--- src/rtl/flow_trace_pkg.sv ---
package flow_trace_pkg;

  localparam int ADDR_W = 16;
  localparam int DATA_W = 16;

  typedef enum logic [1:0] {
    TAG_SRC = 2'b00,
    TAG_DST = 2'b01,
    TAG_VEC = 2'b10,
    TAG_ACC = 2'b11
  } tag_e;

  typedef enum logic [1:0] {
    MODE_NORMAL = 2'b00,
    MODE_LOOP   = 2'b01,
    MODE_DETAIL = 2'b10,
    MODE_ALT    = 2'b11
  } mode_e;

  typedef struct packed {
    tag_e              tag;
    logic [ADDR_W-1:0] addr;
    logic [DATA_W-1:0] data;
  } entry_t;

  // control -> datapath strobes
  typedef struct packed {
    logic wrEn;
    logic restart;
    logic rewind;
    logic step;
  } strobe_t;

endpackage

--- src/rtl/flow_trace_filter.sv ---
module flow_trace_filter #(
  parameter int AW = 16
) (
  input  logic          clk,
  input  logic          rstN,
  input  logic          clearShadow,
  input  logic          loadShadow,
  input  logic [AW-1:0] addrIn,
  input  logic          probeEn,
  output logic          hit
);

  logic          shadowValid;
  logic [AW-1:0] shadowAddr;

  always_ff @(posedge clk) begin
    if (!rstN) begin
      shadowValid <= 1'b0;
      shadowAddr  <= '0;
    end else if (clearShadow) begin
      shadowValid <= 1'b0;
    end else if (loadShadow) begin
      shadowValid <= 1'b1;
      shadowAddr  <= addrIn;
    end
  end

  assign hit = probeEn && shadowValid && (addrIn == shadowAddr);

endmodule

--- src/rtl/flow_trace_ctrl.sv ---
module flow_trace_ctrl
  import flow_trace_pkg::*;
(
  input  logic              clk,
  input  logic              rstN,
  input  logic              armIn,
  input  logic [1:0]        modeSel,
  input  logic              cofValid,
  input  logic [1:0]        cofKind,
  input  logic [ADDR_W-1:0] cofAddr,
  input  logic              accValid,
  input  logic [ADDR_W-1:0] accAddr,
  input  logic [DATA_W-1:0] accData,
  input  logic              rdActive,
  input  logic              rdRewind,
  input  logic              rdStep,
  output strobe_t           stb,
  output entry_t            wrEntry
);

  logic   armQ;
  logic   armRise;
  logic   captureOn;
  logic   candValid;
  logic   filterHit;
  logic   probeEn;
  mode_e  mode;
  entry_t cand;

  always_ff @(posedge clk) begin
    if (!rstN) armQ <= 1'b0;
    else       armQ <= armIn;
  end

  assign mode      = mode_e'(modeSel);
  assign armRise   = armIn && !armQ;
  assign captureOn = armIn && armQ && !rdActive;

  // select the candidate entry for this cycle
  always_comb begin
    if (mode == MODE_DETAIL) begin
      candValid = accValid;
      cand.tag  = TAG_ACC;
      cand.addr = accAddr;
      cand.data = accData;
    end else begin
      candValid = cofValid && (cofKind != 2'b11);
      cand.tag  = tag_e'(cofKind);
      cand.addr = cofAddr;
      cand.data = '0;
    end
  end

  // only sources are subject to loop filtering
  assign probeEn = (mode == MODE_LOOP) && candValid && (cand.tag == TAG_SRC);

  flow_trace_filter #(.AW(ADDR_W)) uFilter (
    .clk         (clk),
    .rstN        (rstN),
    .clearShadow (armRise),
    .loadShadow  (stb.wrEn),
    .addrIn      (cand.addr),
    .probeEn     (probeEn),
    .hit         (filterHit)
  );

  always_comb begin
    stb.wrEn    = captureOn && candValid && !filterHit;
    stb.restart = armRise;
    stb.rewind  = rdRewind;
    stb.step    = rdStep && !rdRewind;
  end

  assign wrEntry = cand;

endmodule

--- src/rtl/flow_trace_store.sv ---
module flow_trace_store
  import flow_trace_pkg::*;
#(
  parameter int DEPTH = 64
) (
  input  logic                         clk,
  input  logic                         rstN,
  input  strobe_t                      stb,
  input  entry_t                       wrEntry,
  output entry_t                       rdEntry,
  output logic [$clog2(DEPTH+1)-1:0]   entryCount
);

  localparam int PTR_W = (DEPTH > 1) ? $clog2(DEPTH) : 1;
  localparam int CNT_W = $clog2(DEPTH + 1);
  localparam logic [PTR_W-1:0] LAST_IDX = PTR_W'(DEPTH - 1);
  localparam logic [CNT_W-1:0] FULL_CNT = CNT_W'(DEPTH);

  entry_t            mem [DEPTH];
  logic [PTR_W-1:0]  wrPtr;
  logic [PTR_W-1:0]  rdPtr;
  logic [CNT_W-1:0]  count;
  logic              doWrite;

  function automatic logic [PTR_W-1:0] nextIdx(input logic [PTR_W-1:0] idx);
    return (idx == LAST_IDX) ? '0 : idx + 1'b1;
  endfunction

  assign doWrite = stb.wrEn && !stb.restart;

  always_ff @(posedge clk) begin
    if (doWrite) mem[wrPtr] <= wrEntry;
  end

  always_ff @(posedge clk) begin
    if (!rstN) begin
      wrPtr <= '0;
      count <= '0;
    end else if (stb.restart) begin
      wrPtr <= '0;
      count <= '0;
    end else if (doWrite) begin
      wrPtr <= nextIdx(wrPtr);
      if (count != FULL_CNT) count <= count + 1'b1;
    end
  end

  always_ff @(posedge clk) begin
    if (!rstN) begin
      rdPtr <= '0;
    end else if (stb.rewind) begin
      rdPtr <= (count == FULL_CNT) ? wrPtr : '0;
    end else if (stb.step) begin
      rdPtr <= nextIdx(rdPtr);
    end
  end

  assign rdEntry    = mem[rdPtr];
  assign entryCount = count;

endmodule

--- src/rtl/flow_trace_buf.sv ---
module flow_trace_buf
  import flow_trace_pkg::*;
#(
  parameter int DEPTH = 64
) (
  input  logic                       clk,
  input  logic                       rstN,
  input  logic                       armIn,
  input  logic [1:0]                 modeSel,
  input  logic                       cofValid,
  input  logic [1:0]                 cofKind,
  input  logic [15:0]                cofAddr,
  input  logic                       accValid,
  input  logic [15:0]                accAddr,
  input  logic [15:0]                accData,
  input  logic                       rdActive,
  input  logic                       rdRewind,
  input  logic                       rdStep,
  output logic [1:0]                 rdTag,
  output logic [15:0]                rdAddr,
  output logic [15:0]                rdData,
  output logic [$clog2(DEPTH+1)-1:0] entryCount
);

  strobe_t stb;
  entry_t  wrEntry;
  entry_t  rdEntry;
  logic    wrStrobe;
  logic    restartStrobe;

  flow_trace_ctrl uCtrl (
    .clk      (clk),
    .rstN     (rstN),
    .armIn    (armIn),
    .modeSel  (modeSel),
    .cofValid (cofValid),
    .cofKind  (cofKind),
    .cofAddr  (cofAddr),
    .accValid (accValid),
    .accAddr  (accAddr),
    .accData  (accData),
    .rdActive (rdActive),
    .rdRewind (rdRewind),
    .rdStep   (rdStep),
    .stb      (stb),
    .wrEntry  (wrEntry)
  );

  flow_trace_store #(.DEPTH(DEPTH)) uStore (
    .clk        (clk),
    .rstN       (rstN),
    .stb        (stb),
    .wrEntry    (wrEntry),
    .rdEntry    (rdEntry),
    .entryCount (entryCount)
  );

  assign rdTag         = rdEntry.tag;
  assign rdAddr        = rdEntry.addr;
  assign rdData        = rdEntry.data;
  assign wrStrobe      = stb.wrEn;
  assign restartStrobe = stb.restart;

endmodule

--- config.mk ---
export PLATFORM = sky130hd
export DESIGN_NAME = flow_trace_buf
export DESIGN_NICKNAME = d
export VERILOG_FILES = /design/src/rtl/flow_trace_pkg.sv /design/src/rtl/flow_trace_filter.sv /design/src/rtl/flow_trace_ctrl.sv /design/src/rtl/flow_trace_store.sv /design/src/rtl/flow_trace_buf.sv
export SDC_FILE = /design/constraint.sdc
export NUM_CORES = 2
export LEC_CHECK = 0
export ABC_AREA = 1
export BUFFER_PORTS_ARGS = -buffer_cell sky130_fd_sc_hd__buf_4
export CORE_ASPECT_RATIO = 1.5
export CORE_UTILIZATION = 34
export DETAILED_ROUTE_END_ITERATION = 7
export GPL_TIMING_DRIVEN = 0
export PLACE_DENSITY = 0.61
export SYNTH_ARGS = -nofsm -noshare
export SYNTH_HDL_FRONTEND = slang
export SYNTH_SLANG_ARGS = --single-unit
--- constraint.sdc ---
create_clock -name clk -period 7 [get_ports clk]
set_input_delay 0.7 -clock clk [delete_from_list [all_inputs] [get_ports clk]]
set_output_delay 0.7 -clock clk [all_outputs]
set_load 0.05 [all_outputs]
* After elaboration in Yosys (flattened, before gate mapping)
Memories as Yosys holds them, arrays and structs flattened. A register that Yosys moved wholly into a read port is not among the register bits.
Cells that the tools add are included.
** Word-level totals
- Output and inout bits :: 41
- Register bits after elaboration :: 37
- Memories kept :: 1
- Input port bits :: 60
- RAM bits :: 2176
** Memories
- uStore.mem :: depth 64, width 34, read ports 1, clocked after Yosys merged registers in 1, write ports 1, RTL line flow_trace_store.sv:19 : entry_t mem [DEPTH];
** Operators by class
- Reduce and logical (&&, ||, !) cells :: 22
- Eq/ne operators :: 8
- Bitwise operators :: 2
- Multiplexer cells :: 11
- Add/subtract/negate cells :: 3
** Operator list (number)
- 6-bit two-way mux :: 7
- 34-bit two-way mux :: 1
- 16-bit equality test :: 1
- 6-bit by 1-bit adder with 6-bit output (second input constant) :: 2
- 6-bit equality test (second input constant) :: 2
- 1-bit logical AND :: 12
- 7-bit by 1-bit adder with 7-bit output (second input constant) :: 1
- 7-bit equality test (second input constant) :: 1
- 7-bit inequality test (second input constant) :: 1
- 1-bit logical NOT :: 5
- 2-bit AND reduction :: 2
- 1-bit two-way mux :: 3
- 2-bit by 1-bit equality test with 1-bit output (second input constant) :: 1
- 2-bit equality test (second input constant) :: 1
- 2-bit logical NOT :: 1
- 2-bit inequality test (second input constant) :: 1
- 1-bit NOT :: 2
- 2-bit nonzero test :: 1
- 2-bit OR reduction :: 1

* Logic depth before layout (Yosys ltp)
- Depth in word-level cells :: 12
- Mapped depth :: 15

* Hierarchy
From an unflattened synthesis, not the netlist that was laid out.
** Unflattened totals
- Cells, all modules :: 7591
- Area, all modules :: 89748.6 µm²
** By module, submodules not included
- flow_trace_store :: area an instance 88341.0 µm², instances 1, cells an instance 7346
- flow_trace_filter :: area an instance 927.1 µm², instances 1, cells an instance 133
- flow_trace_ctrl :: area an instance 480.5 µm², instances 1, cells an instance 112

* Worst setup path before layout
No wires, ideal clock.
- Path type :: input to register
- From :: input modeSel[0]
- To :: memory uStore.mem[63][0] (netlist bit) (enable)
- Buffers on the path :: 2
- Arrival :: 6617 ps
- Library setup time :: 510 ps
- Setup slack :: -127 ps
- Stages on the path :: 11
- Cell sequence :: inv_2 > nand2_4 > buf_4 > o21ai_1 > nand2_1 > nand3_1 > nor2_1 > nand3_2 > nand2_4 > buf_4 > nor4_1
** Between the ends
- Elaborated cells on any way between the ends :: 16
- Those cells by class :: eq/ne: 3; mux: 4; reduce/logical: 9
** RTL lines
- from (decl) :: RTL line flow_trace_buf.sv:9 : input logic [1:0] modeSel,
- 2-bit equality test :: RTL line flow_trace_ctrl.sv:41 : if (mode == MODE_DETAIL) begin
- 34-bit two-way mux :: RTL line flow_trace_ctrl.sv:41
- named net uCtrl.uFilter.addrIn[10] :: RTL line flow_trace_filter.sv:8 : input logic [AW-1:0] addrIn,
- 16-bit equality test :: RTL line flow_trace_filter.sv:28 : assign hit = probeEn && shadowValid && (addrIn == shadowAddr);
- 1-bit logical AND :: RTL line flow_trace_filter.sv:28
- 1-bit logical NOT :: RTL line flow_trace_ctrl.sv:68 : stb.wrEn = captureOn && candValid && !filterHit;
- 1-bit logical AND :: RTL line flow_trace_ctrl.sv:68
- 1-bit logical AND :: RTL line flow_trace_store.sv:29 : assign doWrite = stb.wrEn && !stb.restart;
- 1-bit two-way mux :: RTL line flow_trace_store.sv:32 : if (doWrite) mem[wrPtr] <= wrEntry;
- 1-bit two-way mux (implied by the code) :: RTL line flow_trace_store.sv:32
- to (decl) :: RTL line flow_trace_store.sv:19
The timed path passes the listed nets, and every way through them passes these cells.

==> out/qor.txt <==
Status - finished with violations
Failing checks - max-capacitance violations, max-slew violations
CTS Buf Count - 199
Clock transition at path regs - 0.07 ns
Post_cts resized - 0
Yosys cell types - 38
Via count - 64217
Syn_nets - 7000
WP data required - 6.30 ns
Highest Clock Rate - 143.9 MHz
Pins over their slew limit - 11
Mapped cell area - 87800 µm²
Hold Slack - 0.04199 ns
Initial DRC Count - 10124
Wire per inst - 31.56 µm
H-tree depth - 4
Post-Syn Area per Cell - 12.66 µm²
Remaining antenna violation count - 0
RSZ-0062 raised after global routing - false
Cell count after synthesis - 6936
Hpwl dp - 240.3 mm
Worst reg2reg setup slack - 3.45 ns
Die ar. - 260300 µm²
I/O pin count - 101
RR Endpoint - uStore.mem[56][5]
Post-CTS Setup Bufs - 0
Ratio of cells with drive above 1 in the final layout - 10.28%
Slew Limit Headroom - -3.987%
# port buffers - 100
Sequential element share of the synthesized area - 75.40%
# rows - 228
Setup Crit Path Kind - reg -> out
Commonest cells after routing, fill and taps aside - edfxtp_1, nor2_1, o21ai_0
GRT Overall Usage - 25.94%
Synth top area cells - edfxtp_1, o21ai_0, nor2_1
Storage element area - 66200 µm²
Most common flop cell mapped by yosys - edfxtp_1
Critical Path Sink Type - primary output
Number of flops mapped to enable cells by yosys - 2176
Max-Cap Viols - 1
Area share of the largest cell type after synthesis - 74.42%
Initial Util - 34.16%
Synth area leader - edfxtp_1
Clock skew - 0.03346 ns
CTS root buf - clkbuf_16
Final critical-path share of the clock period - 99.26%
Synth Warn # - 0
Pleak - 33.07 nW
Largest net degree at the start of global routing - 65
Reg2reg path depth - 11
Antenna violations before repair - 24
Critical path fanouts, max - 10
Core ar. - 257000 µm²
DIE WIDTH - 416.9 µm
Clk_lat worst skew - 0.88 ns
First-pass GRT wire length - 472.6 mm
Gpl congestion - 1.012
Crit path time final - 6.948 ns
Hold path endpoint - uCtrl.armQ
# fillers - 23783
Drc violations - 0
Clk buf depth - 4
Hold Path Cell Cnt - 3
CTS tree - done
Number of global-route vias before repair - 60892
Hold Crit Class - in -> reg
Critical Path Source Type - flip-flop
Area Growth Syn to Fin - 18.01%
Commonest non-fill, non-tap cell in the layout - edfxtp_1
Area occupied by multi-input gates - 20050 µm²
GRT overflow - 0
TritonCTS Sinks - 2219
Chip Height - 624.4 µm
Post-synth ARST share - 0%
Final layout net count - 7460
Synthesis-stage register bit count - 2219
Vias/cell - 5.832
Final setup TNS - 0 ns
Setup violations, final - 0
WP data arrival - 6.25 ns
Hold_sp - armIn
Worst-Margin Slew - 1.560 ns
Origin of the critical flop-to-flop path - uCtrl.uFilter.shadowAddr[11]
CTS Hold Bufs - 0
DR pass1 iterations - 8
Fin. Hold Viols - 0
Pwr dens - 276.1 nW/µm²
Peak supply drop - 188.1 µV
Routed WL - 347.5 mm
-- where the power goes --
part           internal [W]  leakage [nW]  switching, W
clock network       0.00628          3.15       0.00500
logic              0.000612          10.3       0.00209
registers            0.0146          19.6    0.00000757
total                0.0215          33.1       0.00710
-- metal layers --
layer  track usage (%)  vias to the layer above  wire, µm
li1                  -                    26472         -
met5                 0                        -       271
met2             41.51                     4932    160000
met4             19.93                       14     32090
met1             29.65                    31546    113800
met3             6.791                     1253     41310
-- state kept, by name (all words and copies together) (netlist names), named ones only --
signal	count
uStore.mem	2176
uCtrl.uFilter.shadowAddr	16
uStore.entryCount	7
uStore.rdPtr	6
uStore.wrPtr	6
uCtrl.armQ	1
uCtrl.uFilter.shadowValid	1
-- worst max-delay path by stage --
stage	from	endpoint	slack, ns
after floorplan	modeSel[0]	uStore.mem[63][0]	1.32
after global placement	modeSel[0]	uStore.mem[63][25]	-5.96
after detailed placement	flip-flop	rdData[10]	1.52
after CTS	flip-flop	rdData[10]	0.58
after global routing	flip-flop	rdData[11]	0.35
final	flip-flop	rdData[11]	0.05
-- synth_stat cells (3+ instances only) --
cell / count
o21ai_0: 1124
o21ai_1: 6
xor2_1: 3
o22ai_1: 545
or2_1: 27
nand2_1: 664
nand3_1: 424
ha_1: 4
a21boi_1: 3
buf_6: 4
inv_2: 5
clkbuf_1: 317
nor2_1: 1234
buf_4: 6
buf_2: 106
edfxtp_1: 2176
nand3b_1: 7
inv_1: 64
a21oi_1: 78
nand4_1: 9
o211ai_1: 9
or2_2: 5
buf_1: 52
dfxtp_1: 43
-- kinds of logic after synthesis --
logic type	count (synthesis)	share of synthesized area [%]
xor gates and xnor gates	4	0.03991
and+or+nand+nor	2383	11.00
adders and majority gates	4	0.05700
AOI/OAI and AO/OA	1770	10.91
buffers and inverters	556	2.591
DFF	2219	75.40
-- area by class of cell --
type | count | area share, %
well taps | 3450 | 4.166
diodes | 12 | 0.02898
inverters | 71 | 0.2596
flip-flops and latches | 2219 | 63.89
clock buffers | 238 | 5.039
clock inverters | 116 | 1.232
repair buffers | 259 | 4.089
multi-input cells | 4161 | 19.35
plain buffers | 485 | 1.941
-- critical path: stages (launching register included) --
cell	delay (ns)
dfxtp_1	0.34
inv_1	0.08
clkbuf_1	0.88
clkbuf_1	1.07
clkbuf_1	0.59
nand2_1	0.26
nand3_1	0.15
nand3_1	0.26
a21oi_1	0.88
or2_1	0.53
buf_4	0.30
-- per-stage QoR --
stage / instance area, µm² / total power [W] / setup slack [ns] / utilization, % / cells
global placement: 92880 / 0.01742 / -5.957 / 36.13 / 10486
floorplan: 87810 / 0.01622 / 1.317 / - / 6936
global route: 103600 / 0.02910 / 0.3468 / 40.30 / 11003
finish: 103600 / 0.02861 / 0.05180 / 40.31 / 11011
detailed placement: 97060 / 0.01749 / 1.520 / 37.76 / 10644
CTS: 103600 / 0.02848 / 0.5846 / 40.29 / 10998
No activity file was read; power rests on OpenSTA's default activity.
